--- src/rtl/idiv_pkg.sv ---
package idiv_pkg;

   typedef enum logic [1:0] {
      ST_IDLE  = 2'd0,
      ST_ITER  = 2'd1,
      ST_FINAL = 2'd2
   } idiv_state_e;

   typedef struct packed {
      logic sgn;      // operation is signed
      logic neg_q;    // quotient must be negated
      logic neg_r;    // remainder must be negated
      logic pre_ovf;  // magnitude quotient exceeds DW bits
      logic dz;       // divisor is zero
   } idiv_flags_t;

endpackage

--- src/rtl/idiv_operand.sv ---
module idiv_operand #(
   parameter int DW = 16
) (
   input  logic                 sgn_i,
   input  logic                 long_i,
   input  logic [DW-1:0]        hi_i,
   input  logic [DW-1:0]        lo_i,
   input  logic [DW-1:0]        dvs_i,
   output logic [2*DW-1:0]      mag_dvd_o,
   output logic [DW-1:0]        mag_dvs_o,
   output idiv_pkg::idiv_flags_t flags_o
);
   localparam int FW = 2 * DW;

   logic [FW-1:0] full;
   logic [DW-1:0] ext;
   logic          neg_a;
   logic          neg_b;

   always_comb begin
      ext       = {DW{sgn_i & lo_i[DW-1]}};
      full      = long_i ? {hi_i, lo_i} : {ext, lo_i};
      neg_a     = sgn_i & full[FW-1];
      neg_b     = sgn_i & dvs_i[DW-1];
      mag_dvd_o = neg_a ? -full : full;
      mag_dvs_o = neg_b ? -dvs_i : dvs_i;
      flags_o.sgn     = sgn_i;
      flags_o.neg_q   = neg_a ^ neg_b;
      flags_o.neg_r   = neg_a;
      flags_o.dz      = (dvs_i == '0);
      flags_o.pre_ovf = (mag_dvd_o[FW-1:DW] >= mag_dvs_o);
   end

endmodule

--- src/rtl/idiv_engine.sv ---
module idiv_engine #(
   parameter int DW = 16
) (
   input  logic            clk,
   input  logic            rst_n,
   input  logic            load_i,
   input  logic            step_i,
   input  logic            in_range_i,
   input  logic [2*DW-1:0] dvd_i,
   input  logic [DW-1:0]   dvs_i,
   output logic [DW-1:0]   quo_o,
   output logic [DW-1:0]   rem_o
);
   logic [DW-1:0] part_q;
   logic [DW-1:0] shr_q;
   logic [DW-1:0] dvr_q;
   logic [DW:0]   cat;
   logic [DW+1:0] diff;
   logic          ge;

   always_comb begin
      cat  = {part_q, shr_q[DW-1]};
      diff = {1'b0, cat} - {2'b00, dvr_q};
      ge   = ~diff[DW+1];
   end

   always_ff @(posedge clk or negedge rst_n) begin
      if (!rst_n) begin
         part_q <= '0;
         shr_q  <= '0;
         dvr_q  <= '0;
      end else if (load_i) begin
         part_q <= dvd_i[2*DW-1:DW];
         shr_q  <= dvd_i[DW-1:0];
         dvr_q  <= dvs_i;
      end else if (step_i) begin
         part_q <= ge ? diff[DW-1:0] : cat[DW-1:0];
         shr_q  <= {shr_q[DW-2:0], ge};
      end
   end

   assign quo_o = shr_q;
   assign rem_o = part_q;


   part_below_divisor_chk: assert property (@(posedge clk) disable iff (!rst_n)
      (step_i && in_range_i) |-> (part_q < dvr_q));

endmodule

--- src/rtl/idiv_result.sv ---
module idiv_result #(
   parameter int DW = 16
) (
   input  logic [DW-1:0]         qm_i,
   input  logic [DW-1:0]         rm_i,
   input  idiv_pkg::idiv_flags_t flags_i,
   output logic [DW-1:0]         quo_o,
   output logic [DW-1:0]         rem_o,
   output logic                  dz_o,
   output logic                  ovf_o
);
   localparam logic [DW-1:0] HALF = {1'b1, {(DW-1){1'b0}}};

   logic range_bad;

   always_comb begin
      range_bad = flags_i.neg_q ? (qm_i > HALF) : qm_i[DW-1];
      dz_o      = flags_i.dz;
      ovf_o     = !flags_i.dz & (flags_i.pre_ovf | (flags_i.sgn & range_bad));
      if (flags_i.dz) begin
         quo_o = '1;
         rem_o = '1;
      end else begin
         quo_o = flags_i.neg_q ? -qm_i : qm_i;
         rem_o = flags_i.neg_r ? -rm_i : rm_i;
      end
   end

endmodule

--- src/rtl/seq_int_divider.sv ---
module seq_int_divider #(
   parameter int DW = 16
) (
   input  logic          clk,
   input  logic          rst_n,
   input  logic          start_i,
   input  logic          long_i,
   input  logic          signed_i,
   input  logic [DW-1:0] dividend_hi_i,
   input  logic [DW-1:0] dividend_lo_i,
   input  logic [DW-1:0] divisor_i,
   output logic          busy_o,
   output logic          done_o,
   output logic [DW-1:0] quotient_o,
   output logic [DW-1:0] remainder_o,
   output logic          div_zero_o,
   output logic          overflow_o
);
   import idiv_pkg::*;

   localparam int CW = (DW > 1) ? $clog2(DW) : 1;
   localparam int LW = CW + 2;

   generate
      if (DW < 2) begin : g_dw_chk
         $error("seq_int_divider: DW must be at least 2");
      end
   endgenerate

   idiv_state_e     state_q;
   logic [CW-1:0]   cnt_q;
   idiv_flags_t     flags_in;
   idiv_flags_t     flags_q;
   logic [2*DW-1:0] mag_dvd;
   logic [DW-1:0]   mag_dvs;
   logic [DW-1:0]   qm;
   logic [DW-1:0]   rm;
   logic [DW-1:0]   res_q;
   logic [DW-1:0]   res_r;
   logic            res_dz;
   logic            res_ovf;
   logic            accept;
   logic            step;

   assign accept = start_i && (state_q == ST_IDLE);
   assign step   = (state_q == ST_ITER);
   assign busy_o = (state_q != ST_IDLE);

   idiv_operand #(.DW(DW)) u_operand (
      .sgn_i     (signed_i),
      .long_i    (long_i),
      .hi_i      (dividend_hi_i),
      .lo_i      (dividend_lo_i),
      .dvs_i     (divisor_i),
      .mag_dvd_o (mag_dvd),
      .mag_dvs_o (mag_dvs),
      .flags_o   (flags_in)
   );

   idiv_engine #(.DW(DW)) u_engine (
      .clk        (clk),
      .rst_n      (rst_n),
      .load_i     (accept),
      .step_i     (step),
      .in_range_i (!flags_q.pre_ovf && !flags_q.dz),
      .dvd_i      (mag_dvd),
      .dvs_i      (mag_dvs),
      .quo_o      (qm),
      .rem_o      (rm)
   );

   idiv_result #(.DW(DW)) u_result (
      .qm_i    (qm),
      .rm_i    (rm),
      .flags_i (flags_q),
      .quo_o   (res_q),
      .rem_o   (res_r),
      .dz_o    (res_dz),
      .ovf_o   (res_ovf)
   );

   always_ff @(posedge clk or negedge rst_n) begin
      if (!rst_n) begin
         state_q <= ST_IDLE;
         cnt_q   <= '0;
         flags_q <= '0;
      end else begin
         case (state_q)
            ST_IDLE: if (start_i) begin
               state_q <= ST_ITER;
               cnt_q   <= '0;
               flags_q <= flags_in;
            end
            ST_ITER: begin
               if (cnt_q == CW'(DW - 1)) state_q <= ST_FINAL;
               else                      cnt_q   <= cnt_q + 1'b1;
            end
            default: state_q <= ST_IDLE;
         endcase
      end
   end

   always_ff @(posedge clk or negedge rst_n) begin
      if (!rst_n) begin
         done_o      <= 1'b0;
         quotient_o  <= '0;
         remainder_o <= '0;
         div_zero_o  <= 1'b0;
         overflow_o  <= 1'b0;
      end else if (state_q == ST_FINAL) begin
         done_o      <= 1'b1;
         quotient_o  <= res_q;
         remainder_o <= res_r;
         div_zero_o  <= res_dz;
         overflow_o  <= res_ovf;
      end else begin
         done_o      <= 1'b0;
      end
   end

   // checker-side latency counter
   logic [LW-1:0] lat_q;
   always_ff @(posedge clk or negedge rst_n) begin
      if (!rst_n)      lat_q <= '0;
      else if (accept) lat_q <= '0;
      else if (busy_o) lat_q <= lat_q + 1'b1;
   end


   done_pulse_chk: assert property (@(posedge clk) disable iff (!rst_n)
      done_o |=> !done_o);


   latency_chk: assert property (@(posedge clk) disable iff (!rst_n)
      done_o |-> (lat_q == LW'(DW + 1)));


   busy_done_chk: assert property (@(posedge clk) disable iff (!rst_n)
      done_o |-> !busy_o);


   result_hold_chk: assert property (@(posedge clk) disable iff (!rst_n)
      (!$stable(quotient_o) || !$stable(remainder_o) || !$stable(overflow_o)) |-> done_o);


   zero_div_chk: assert property (@(posedge clk) disable iff (!rst_n)
      (done_o && div_zero_o) |-> (!overflow_o && (quotient_o == '1) && (remainder_o == '1)));

endmodule

--- config.mk ---
export PLATFORM = sky130hd
export DESIGN_NAME = seq_int_divider
export DESIGN_NICKNAME = d
export VERILOG_FILES = /design/src/rtl/idiv_pkg.sv /design/src/rtl/idiv_operand.sv /design/src/rtl/idiv_engine.sv /design/src/rtl/idiv_result.sv /design/src/rtl/seq_int_divider.sv
export SDC_FILE = /design/constraint.sdc
export NUM_CORES = 1
export LEC_CHECK = 0
export BUFFER_PORTS_ARGS = -buffer_cell sky130_fd_sc_hd__buf_2
export CORE_MARGIN = 1.5
export CORE_UTILIZATION = 50
export DETAILED_ROUTE_END_ITERATION = 10
export HOLD_SLACK_MARGIN = 0.06
export PLACE_DENSITY = 0.71
export REMOVE_ABC_BUFFERS = 1
export SYNTH_ARGS = -nofsm -noshare
export SYNTH_HDL_FRONTEND = slang
export SYNTH_SLANG_ARGS = --single-unit
--- constraint.sdc ---
create_clock -name clk -period 3.3 [get_ports clk]
set_input_delay 0.165 -clock clk [delete_from_list [all_inputs] [get_ports clk]]
set_output_delay 0.165 -clock clk [all_outputs]
set_load 0.005 [all_outputs]
==> PnR_summary.wiki, run 1 <==
{| class="wikitable"
! Metric !! Value
|-
| Area Growth Syn to Fin || 16.5%
|-
| Count of final hold-check violations || 0
|-
| Maximum clock insertion buffer count || 2
|-
| FFs w/ async S/R, synth || 100%
|-
| Clk root buf || clkbuf_16
|-
| Worst Tran Pin Value || 1.01 ns
|-
| Sequential element share of the synthesized area || 35.0%
|-
| Static leakage power || 3.61 nW
|-
| Post-route worst setup slack || 0.262 ns
|-
| Core region area || 13200 µm²
|-
| Final WL || 17500 µm
|-
| Buffers inserted by post-CTS timing repair || 0
|-
| Total of endpoints with negative setup slack in the final report || 0
|-
| Detail Placement HPWL || 13800 µm
|-
| CTS tree || built
|-
| Worst setup slack before clock tree synthesis || -0.141 ns
|-
| Boundary pin count || 89
|-
| Number of instances in the synthesized netlist || 804
|-
| Final net count || 997
|-
| Largest clock skew in the final design || 0.00986 ns
|-
| Clock Latency Late Sink || 0.34 ns
|-
| Slowest cell delay on critical path || 0.86 ns
|-
| Maximum number of pins on one net before global-route repair || 38
|-
| Maximum frequency from static timing analysis || 329 MHz
|-
| Predominant post-synthesis flop cell || dfrtp_1
|-
| Post-DR vias/cell || 5.72
|-
| Arr. time, crit path || 3.25 ns
|-
| Cells along the critical path || ha_1 -> nand3_1 -> nand2_1 -> a41o_1 -> a211oi_2 -> o31ai_2 -> nor2_1 -> a222oi_1 -> o21ai_1
|-
| Routed Antenna Nets || 0
|-
| Number of vias after detailed routing || 6222
|-
| Post-route core utilization || 59.3%
|-
| Number of max-cap violations || 0
|-
| Count of unique library cells instantiated by Yosys || 60
|-
| Internal power component || 3.92 mW
|-
| Avg Cell Area, Syn || 8.35 µm²
|-
| Fill cell total of the finished layout || 1182
|-
| Result of the run || completed
|-
| Proportion of synthesized area in mux cells || 1.51%
|-
| Dominant combinational cell family by area after synthesis || compound AO/OA/AOI/OAI gates
|-
| Cts bufs inserted || 9
|-
| Maximum fanout count along the critical path || 13
|-
| Placer Congestion || 0.902
|-
| Switching share of total power || 44.1%
|-
| RSZ-0062 raised after global routing || no
|-
| Port Buffer Count || 88
|-
| Yosys warnings || 0
|-
| VDD IR max || 0.365 mV
|-
| Slowest stage cell, crit path || o31ai_2
|-
| Initial DRT Pass Iterations || 6
|-
| Fraction of the mapped netlist area in simple logic gates || 18.9%
|-
| Adder and majority gate portion of the synthesized area || 7.19%
|-
| Share of power burned in the clock network || 13.8%
|-
| CP Capture Type || flop
|-
| Power Dens Cells || 897 nW/µm²
|-
| Clock-pin slew of the registers on the worst-case setup and hold paths || 0.07 ns
|-
| Die Outline Area || 14100 µm²
|-
| Antenna diode count || 0
|-
| Number of rows created at floorplan || 42
|-
| Shortest clock period the worst path allows after layout || 3.04 ns
|-
| Height of the die || 119 µm
|-
| Post-route fraction of the period consumed by the critical path || 92.1%
|-
| Max Transition Viols Final || 0
|-
| Worst Path Required || 3.51 ns
|-
| Sequential fraction of design power || 30.9%
|-
| Initial antenna violation count || 0
|-
| Class of the tightest hold or removal check || input port to flop
|-
| Part of the total power dissipated in combinational logic || 55.3%
|-
| Starting Density || 50.9%
|-
| Clock tree sinks || 94
|-
| First-pass GRT wire length || 29500 µm
|-
| Drc violations || 0
|-
| GRT Residual Overflow || 0
|-
| Overall Power || 7.02 mW
|-
| Hold Slack || 0.163 ns
|-
| 1st-iter DRT viols || 362
|-
| Fraction of final layout cells sized beyond drive strength 1 || 17.1%
|-
| Clock H-tree levels || 3
|-
| Overall Global Routing Usage || 25.8%
|-
| Slew margin rel. || 32.0%
|-
| Die X-Extent || 119 µm
|-
| Area used by multi-input combinational logic || 4090 µm²
|-
| Storage cell area || 2350 µm²
|-
| Setup crit start kind || flop
|-
| Post-synthesis register bit count || 94
|-
| Sum of negative setup slack || 0 ns
|-
| Wire length per cell || 16.1 µm
|-
| Post-synth EDFFs || 0
|-
| Area fraction in compound gates after synthesis || 23.2%
|-
| Post-Synthesis Cell Area || 6720 µm²
|-
| Vias in the first global route || 5803
|-
| Switching power || 3.10 mW
|-
| Fraction of synthesized cell area in xor and xnor cells || 9.91%
|-
| Critical path start-end classification || flop to flop
|}
[worst paths after layout]
check,from,to,slack (ns),cells after the start
max,u_engine.rem_o[2],u_engine.rem_o[11],0.26,9
min,divisor_i[0],u_engine.dvr_q[0],0.16,3
max reg2reg,u_engine.rem_o[2],u_engine.rem_o[11],0.26,9
min reg2reg,remainder_o[0],remainder_o[0],0.46,2
max in group asynchronous,rst_n,u_engine.rem_o[3],2.24,3
min in group asynchronous,rst_n,remainder_o[9],0.31,2
[kinds of logic (layout without fill, tap and decap cells)]
kind of cell / Yosys count / count (layout)
adder cells (fa/ha/maj): 38 / 38
flip-flops: 94 / 94
buffers and inverters: 76 / 183
multiplexers: 10 / 10
AO/OA/AOI/OAI: 247 / 247
XOR/XNOR: 76 / 76
AND/OR/NAND/NOR: 263 / 263
[cell usage after synthesis (6+ instances only)]
cell type,instances,area (µm²)
ha_1,37,463
a21o_1,8,60.1
a31oi_1,7,43.8
a21oi_1,78,390
nand3_1,11,55.1
inv_1,39,146
a22oi_1,17,128
nor3_1,15,75.1
nand2_1,84,315
xnor2_1,39,342
o21ai_0,72,360
nand4_1,6,37.5
or3_1,8,50.1
xor2_1,37,324
dfrtp_1,94,2350
nor2b_1,11,68.8
o21a_1,6,45.0
mux2i_1,9,90.1
clkbuf_1,35,131
nand2b_1,10,62.6
o31ai_1,15,113
nor4_1,8,50.1
nor2_1,83,312
[critical path, delay by kind of cell, from the launching register on]
kind | cells | cell delay (ns)
DFF | 1 | 0.46
AOI/OAI and AO/OA | 5 | 1.68
adders and majority gates | 1 | 0.41
and+or+nand+nor | 3 | 0.35
[metal layers]
layer | global-route usage [%] | part of all wire, %
met1 | 38.0 | 48
met2 | 39.0 | 43
met3 | 4.26 | 7.3
met4 | 7.91 | 2.0
met5 | 0 | 0
[layout by cell type (no fill, tap or decap), types with 7 or more instances in the layout]
master and n:
a21o_1 8, o31ai_1 15, a31oi_1 7, xor2_1 37
or3_1 8, nand2b_1 10, ha_1 37, clkbuf_16 9
o21ai_0 72, a21oi_1 78, inv_1 39, nand2_1 84
nor4_1 8, buf_4 39, nor2_1 82, nand3_1 11
a22oi_1 17, mux2i_1 9, nor3_1 15, dfrtp_1 94
buf_2 87, nor2b_1 11, xnor2_1 39
[state kept, by name, indices dropped and copies added (netlist names)]
register        flops
flags_q             5
remainder_o        16
u_engine.dvr_q     16
quotient_o         16
u_engine.rem_o     16
done_o              1
div_zero_o          1
cnt_q               4
u_engine.quo_o     16
overflow_o          1
state_q             2
[power groups by stage]
stage	registers, mW	logic [mW]	clock network, mW
3_5_place_dp	2.18	3.84	0
3_3_place_gp	2.16	3.78	0
6_report	2.17	3.88	0.968
2_1_floorplan	2.08	2.81	0
4_1_cts	2.16	3.86	0.981
5_1_grt	2.25	4.38	1.04
[metrics by stage]
step / instance area (µm²) / cells
2_1_floorplan: 6580 / 768
3_3_place_gp: 7530 / 1070
3_5_place_dp: 7530 / 1070
4_1_cts: 7820 / 1087
5_1_grt: 7820 / 1087
6_report: 7820 / 1087
[repair_timing]
item	CTS	global route
hold endpoints to repair	35	0
gates resized for setup	0	2
hold buffers	1	0
endpoints found under the setup margin	0	1
[cell type report]
class | instances | share of cell area, %
Clock inverter | 6 | 0.592
Multi-Input combinational cell | 634 | 52.2
Inverter | 40 | 1.92
Tap cell | 176 | 2.82
Timing Repair Buffer | 127 | 9.44
Clock buffer | 10 | 2.93
Sequential cell | 94 | 30.1
(Power assumes the default switching activity.)
==> inputs of run 2 (changes only) <==
--- a/config.mk
+++ b/config.mk
@@ -7,10 +7,10 @@
 export LEC_CHECK = 0
 export BUFFER_PORTS_ARGS = -buffer_cell sky130_fd_sc_hd__buf_2
 export CORE_MARGIN = 1.5
-export CORE_UTILIZATION = 50
+export CORE_UTILIZATION = 59
 export DETAILED_ROUTE_END_ITERATION = 10
 export HOLD_SLACK_MARGIN = 0.06
-export PLACE_DENSITY = 0.71
+export PLACE_DENSITY = 0.81
 export REMOVE_ABC_BUFFERS = 1
 export SYNTH_ARGS = -nofsm -noshare
 export SYNTH_HDL_FRONTEND = slang
==> constraint.sdc (replaced) <==
create_clock -name clk -period 3 [get_ports clk]
set_input_delay 0.15 -clock clk [delete_from_list [all_inputs] [get_ports clk]]
set_output_delay 0.15 -clock clk [all_outputs]
set_load 0.005 [all_outputs]
==> run 2 against run 1 <==
Worst setup slack got worse by 0.087 ns. Die area decreased by 15%. Sequential power increased by 12%. Via count increased by 5.5%. Power increased by 14%. Global-route usage increased by 6.8 points. Final cell count increased by 0.28%. Register-to-register slack got worse by 0.09 ns. Maximum frequency increased by 7.5%. Design area increased by 3.4%. Critical endpoint is now u_engine.rem_o[10].
==> PnR_summary.wiki, run 2 (synthesis results as in run 1) <==
{| class="wikitable"
! Metric !! Value
|-
| Drc violations || 0 (unchanged)
|-
| Clock-pin slew of the registers on the worst-case setup and hold paths || 0.07 ns (about the same)
|-
| CTS tree || built
|-
| Final net count || 1036 (+3.9%)
|-
| Slew margin rel. || 45.9% (+14 points)
|-
| Initial DRT Pass Iterations || 8 (+2)
|-
| RSZ-0062 raised after global routing || no
|-
| Boundary pin count || 89 (unchanged)
|-
| Slowest stage cell, crit path || dfrtp_1
|-
| Most common cell after layout, fill and taps aside || dfrtp_1
|-
| Clock Latency Late Sink || 0.35 ns (about the same)
|-
| Worst Path Required || 3.23 ns (-0.28 ns)
|-
| Placer Congestion || 0.939 (+4.1%)
|-
| Post-route worst setup slack || 0.175 ns (-0.0869 ns)
|-
| Post-route core utilization || 73.7% (+14 points)
|-
| Hold Slack || 0.141 ns (-0.0214 ns)
|-
| Core region area || 11000 µm² (-17%)
|-
| Die Outline Area || 12000 µm² (-15%)
|-
| Top library cells by usage in the layout, fill and taps aside || dfrtp_1, buf_2, nand2_1
|-
| Static leakage power || 3.80 nW (+5.4%)
|-
| Result of the run || completed
|-
| Post-route fraction of the period consumed by the critical path || 94.2% (+2.1 points)
|-
| Port Buffer Count || 88 (unchanged)
|-
| Worst Tran Pin Value || 0.809 ns (-0.204 ns)
|-
| Cells along the critical path || ha_1 -> nor2b_1 -> o31ai_1 -> a21oi_1 -> o41ai_2 -> xnor2_1 -> mux2i_1 -> nor2_1 -> a221o_1
|-
| Largest clock skew in the final design || 0.0113 ns (+0.00140 ns)
|-
| Wire length per cell || 17.1 µm (+6.1%)
|-
| Area Growth Syn to Fin || 20.5%
|-
| Worst setup slack before clock tree synthesis || -0.254 ns (-0.114 ns)
|-
| Overall Power || 8.02 mW (+14%)
|-
| 1st-iter DRT viols || 624 (+72%)
|-
| Clock H-tree levels || 3 (unchanged)
|-
| Detail Placement HPWL || 14600 µm (+5.3%)
|-
| Switching share of total power || 44.9% (+0.74 points)
|-
| Final WL || 18700 µm (+6.4%)
|-
| Antenna diode count || 0 (unchanged)
|-
| Sequential fraction of design power || 30.2% (-0.7 points)
|-
| CP Capture Type || flop
|-
| Overall Global Routing Usage || 32.6% (+6.8 points)
|-
| Sum of negative setup slack || 0 ns (unchanged)
|-
| Switching power || 3.60 mW (+16%)
|-
| Routed Antenna Nets || 0 (unchanged)
|-
| Clock tree sinks || 94 (unchanged)
|-
| Clk root buf || clkbuf_16
|-
| Maximum frequency from static timing analysis || 354 MHz (+7.5%)
|-
| Buffers inserted by post-CTS timing repair || 0 (unchanged)
|-
| Buf/Inv on CP || 0 (unchanged)
|-
| Kind of cell with the highest combined delay on the critical path || compound AO/OA/AOI/OAI gates
|-
| Share of power burned in the clock network || 13.5% (-0.3 points)
|-
| Total of endpoints with negative setup slack in the final report || 0 (unchanged)
|-
| Number of vias after detailed routing || 6566 (+5.5%)
|-
| Critical path start-end classification || flop to flop
|-
| GRT Residual Overflow || 0 (unchanged)
|-
| Starting Density || 61.2% (+10 points)
|-
| Maximum number of pins on one net before global-route repair || 39 (+2.6%)
|-
| Max Transition Viols Final || 0 (unchanged)
|-
| Internal power component || 4.42 mW (+13%)
|-
| Die X-Extent || 110 µm (-7.7%)
|-
| Initial antenna violation count || 0 (unchanged)
|-
| Number of rows created at floorplan || 38 (-9.5%)
|-
| Maximum fanout count along the critical path || 7 (-6)
|-
| Count of final hold-check violations || 0 (unchanged)
|-
| Part of the total power dissipated in combinational logic || 56.3% (+1.0 points)
|-
| Vias in the first global route || 6267 (+8.0%)
|-
| Post-DR vias/cell || 6.02 (+5.2%)
|-
| VDD IR max || 0.516 mV (+41%)
|-
| Number of max-cap violations || 0 (unchanged)
|-
| Shortest clock period the worst path allows after layout || 2.82 ns (-0.213 ns)
|-
| Height of the die || 110 µm (-7.7%)
|-
| Arr. time, crit path || 3.05 ns (-0.20 ns)
|-
| Maximum clock insertion buffer count || 2 (unchanged)
|-
| Setup crit start kind || flop
|-
| Fraction of final layout cells sized beyond drive strength 1 || 20.9% (+3.8 points)
|-
| Power Dens Cells || 991 nW/µm² (+10%)
|-
| Cts bufs inserted || 9 (unchanged)
|-
| First-pass GRT wire length || 30500 µm (+3.3%)
|-
| Class of the tightest hold or removal check || input port to flop
|-
| Slowest cell delay on critical path || 0.47 ns (-0.39 ns)
|}
[run 2: tightest hold or removal path, stage by stage]
cell and delay, ns:
buf_2 0.16, nand2_1 0.09, nand2_1 0.05
[run 2: repair_timing]
item	CTS	global route
resized for setup	0	8
hold buffers	1	0
endpoints found under the setup margin	0	1
hold endpoints to repair	36	0
[run 2: cell type report]
type | count | area [µm²]
timing repair buffer | 166 | 1030
fill | 822 | 2890
inverter | 40 | 150
clock inverter | 7 | 55.1
sequential | 94 | 2350
multi-input combinational | 634 | 4100
clock buffer | 9 | 225
tap | 140 | 175
[run 2: worst paths after layout]
kind / start / endpoint / slack [ns] / depth (start not counted)
setup reg to reg: u_engine.rem_o[1] / u_engine.rem_o[10] / 0.18 / 9
setup / recovery: u_engine.rem_o[1] / u_engine.rem_o[10] / 0.18 / 9
hold reg to reg: quotient_o[0] / quotient_o[0] / 0.47 / 2
max in group asynchronous: rst_n / u_engine.quo_o[3] / 1.83 / 3
hold / removal: signed_i / flags_q[4] / 0.14 / 3
min in group asynchronous: rst_n / u_engine.quo_o[9] / 0.32 / 2
[run 2: layer usage]
metal / vias up / global-route usage (%) / part of all wire, % / wire length, µm
li1: 3164 / - / - / -
met1: 3104 / 44.6 / 45 / 8380
met2: 265 / 51.6 / 46 / 8550
met3: 33 / 6.88 / 7.4 / 1380
met4: 0 / 10.4 / 1.9 / 362
met5: - / 0 / 0 / 0
[run 2: through the flow]
stage | cells | cell area, µm²
after floorplan | 768 | 6580
after global routing | 1090 | 8090
after detailed placement | 1073 | 7780
final | 1090 | 8090
after global placement | 1073 | 7780
after CTS | 1090 | 8070
[run 2: power by group through the flow]
stage                     logic, mW  clock network (mW)  registers (mW)
after floorplan                3.09                   0            2.29
after global placement         4.23                   0            2.37
after detailed placement       4.40                   0            2.42
after CTS                      4.45                1.09            2.40
after global routing           5.02                1.14            2.51
final                          4.51                1.08            2.42
==> inputs of run 3 (changes only) <==
--- a/config.mk
+++ b/config.mk
@@ -6,6 +6,7 @@
 export NUM_CORES = 1
 export LEC_CHECK = 0
 export BUFFER_PORTS_ARGS = -buffer_cell sky130_fd_sc_hd__buf_2
+export CORE_ASPECT_RATIO = 1.25
 export CORE_MARGIN = 1.5
 export CORE_UTILIZATION = 59
 export DETAILED_ROUTE_END_ITERATION = 10
==> run 3 against run 2 <==
Global-route usage shrank 0.31 points. Sequential share of layout area fell by 0.19 points. Sequential cell count unchanged. Highest routed layer unchanged. Largest power group unchanged. Die area about the same. Clock-buffer cell count up 1. Worst hold slack worse by 0.0030 ns. Routed wire length grew 1.8%.
==> PnR_summary.wiki, run 3 (synthesis results as in run 1) <==
{| class="wikitable"
! Metric !! Value
|-
| Result of the run || completed
|-
| GRT Residual Overflow || 0 (unchanged)
|-
| Vias in the first global route || 6512 (+3.9%)
|-
| Class of the tightest hold or removal check || input port to flop
|-
| Port Buffer Count || 88 (unchanged)
|-
| Initial antenna violation count || 0 (unchanged)
|-
| Final WL || 19000 µm (+1.8%)
|-
| Count of final hold-check violations || 0 (unchanged)
|-
| Critical path start-end classification || input port to flop
|-
| Number of rows created at floorplan || 43 (+13%)
|-
| CTS tree || built
|-
| Drc violations || 0 (unchanged)
|-
| DP Area || 7790 µm² (+0.11%)
|-
| Number of max-cap violations || 0 (unchanged)
|-
| Die Outline Area || 12000 µm² (about the same)
|-
| Detail Placement HPWL || 14700 µm (+1.3%)
|-
| Shortest clock period the worst path allows after layout || 2.86 ns (+0.0399 ns)
|-
| Area used by multi-input combinational logic || 4100 µm² (about the same)
|-
| Top library cells by usage in the layout, fill and taps aside || dfrtp_1, buf_2, nand2_1
|-
| Worst Path Required || 3.23 ns (about the same)
|-
| Slowest cell delay on critical path || 0.36 ns (-0.11 ns)
|-
| Clk root buf || clkbuf_16
|-
| Most numerous cell on the critical path || a21o_1
|-
| Largest clock skew in the final design || 0.00625 ns (-0.00501 ns)
|-
| Power Dens Cells || 1020 nW/µm² (+2.8%)
|-
| Slew margin rel. || 47.5% (+1.6 points)
|-
| Maximum clock insertion buffer count || 2 (unchanged)
|-
| CP Capture Type || flop
|-
| Static leakage power || 3.83 nW (+0.84%)
|-
| First-pass GRT wire length || 31200 µm (+2.3%)
|-
| Die X-Extent || 98.4 µm (-10%)
|-
| Starting Density || 60.6% (-0.55 points)
|-
| Initial DRT Pass Iterations || 7 (-1)
|-
| Layout Cell Area excl Fill || 8150 µm² (+0.66%)
|-
| Total of endpoints with negative setup slack in the final report || 0 (unchanged)
|-
| Worst Tran Pin Value || 0.785 ns (-0.0242 ns)
|-
| Wire length per cell || 17.5 µm (+2.1%)
|-
| Boundary pin count || 89 (unchanged)
|-
| Height of the die || 122 µm (+11%)
|-
| Maximum fanout count along the critical path || 4 (-3)
|-
| Post-route worst setup slack || 0.135 ns (-0.0399 ns)
|-
| Buffers inserted by post-CTS timing repair || 0 (unchanged)
|-
| Setup crit start kind || input port
|-
| Arr. time, crit path || 3.09 ns (+0.04 ns)
|-
| Hold Slack || 0.138 ns (-0.00301 ns)
|-
| Clock tree sinks || 94 (unchanged)
|-
| Max Transition Viols Final || 0 (unchanged)
|-
| Slowest stage cell, crit path || a2111oi_2
|-
| RSZ-0062 raised after global routing || no
|-
| Number of vias after detailed routing || 6653 (+1.3%)
|-
| 1st-iter DRT viols || 557 (-11%)
|-
| Maximum number of pins on one net before global-route repair || 53 (+36%)
|-
| Maximum frequency from static timing analysis || 349 MHz (-1.4%)
|-
| Cells along the critical path || buf_2 -> nor4_4 -> buf_4 -> and3_1 -> nand3_1 -> o21ai_1 -> nand2_1 -> o31ai_1 -> ha_1 -> a21o_1 -> a21o_1 -> a21o_1 -> a21o_1 -> a2111oi_2 -> a2111oi_0 -> o22a_1
|-
| Antenna diode count || 0 (unchanged)
|-
| Storage cell area || 2350 µm² (unchanged)
|-
| Clock-pin slew of the registers on the worst-case setup and hold paths || 0.07 ns (about the same)
|-
| Fraction of final layout cells sized beyond drive strength 1 || 21.0% (+0.061 points)
|-
| Core region area || 11100 µm² (+0.91%)
|-
| Most common cell after layout, fill and taps aside || dfrtp_1
|-
| Area Growth Syn to Fin || 21.3%
|-
| Post-DR vias/cell || 6.12 (+1.6%)
|-
| Cts bufs inserted || 9 (unchanged)
|-
| Clock H-tree levels || 3 (unchanged)
|-
| Routed Antenna Nets || 0 (unchanged)
|-
| Final net count || 1038 (+0.19%)
|-
| Overall Global Routing Usage || 32.3% (-0.31 points)
|-
| Fill cell total of the finished layout || 875 (+6.4%)
|-
| Placer Congestion || 0.968 (+3.1%)
|-
| Worst setup slack before clock tree synthesis || -0.337 ns (-0.0821 ns)
|-
| Clock Latency Late Sink || 0.35 ns (about the same)
|-
| Post-route fraction of the period consumed by the critical path || 95.5% (+1.3 points)
|-
| VDD IR max || 0.449 mV (-13%)
|}
-- run 3: cell types whose count changed in the layout (fill, tap and decap cells not counted), sizes merged --
cell / previous run / this run
clkbuf: 9 / 10
bufinv: 0 / 2
clkinv: 3 / 4
clkinvlp: 2 / 0
buf: 165 / 167
inv: 42 / 40
-- run 3: path summary, 6_finish.rpt --
kind / from / to / slack (ns) / cells after the start
min reg2reg: u_engine.dvr_q[8] / u_engine.dvr_q[8] / 0.48 / 2
max reg2reg: u_engine.rem_o[1] / u_engine.rem_o[10] / 0.27 / 9
min: divisor_i[0] / u_engine.dvr_q[0] / 0.14 / 3
max in group asynchronous: rst_n / quotient_o[15] / 1.87 / 3
min in group asynchronous: rst_n / quotient_o[2] / 0.37 / 2
max: dividend_lo_i[4] / flags_q[1] / 0.14 / 16
-- run 3: what timing repair did --
action / CTS / global route
endpoints found under the setup margin: 0 / 2
gates resized for setup: 0 / 7
hold endpoints to repair: 50 / 0
hold buffers: 1 / 0
-- run 3: critical path, delay by kind of cell --
family | cells | cell delay (ns)
adders and majority gates | 1 | 0.30
AOI/OAI and AO/OA | 9 | 1.62
buffers and inverters | 2 | 0.29
and+or+nand+nor | 4 | 0.71
-- run 3: report_power, final --
| group | switching, mW | internal [mW] | leakage [nW] |
|---|---|---|---|
| sequential | 0.595 | 1.81 | 1.19 |
| clock | 0.504 | 0.738 | 0.157 |
| combinational | 2.55 | 2.10 | 2.48 |
| total | 3.65 | 4.65 | 3.83 |
-- run 3: layout make-up --
class	instances	area share, %
clock buffer	10	2.81
clock inverter	6	1.17
inverter	40	1.84
multi-input combinational	634	50.4
sequential	94	28.9
tap	135	2.07
timing repair buffer	168	12.8
-- run 3: layer usage --
metal  wire, µm  global-route usage (%)  vias to the layer above
met2       9490                    56.3                      287
li1           -                       -                     3168
met3       1150                    5.98                       44
met5          0                       0                        -
met1       7780                    39.8                     3154
met4        583                    12.3                        0
-- run 3: stage by stage --
step / total power [mW] / utilization, % / std cells / setup TNS (ns)
2_1_floorplan: 5.38 / - / 768 / 0
3_3_place_gp: 6.69 / 70.3 / 1070 / -0.169
3_5_place_dp: 6.88 / 70.3 / 1070 / -0.337
4_1_cts: 8.21 / 73.3 / 1087 / 0
5_1_grt: 8.92 / 73.5 / 1087 / 0
6_report: 8.30 / 73.5 / 1087 / 0
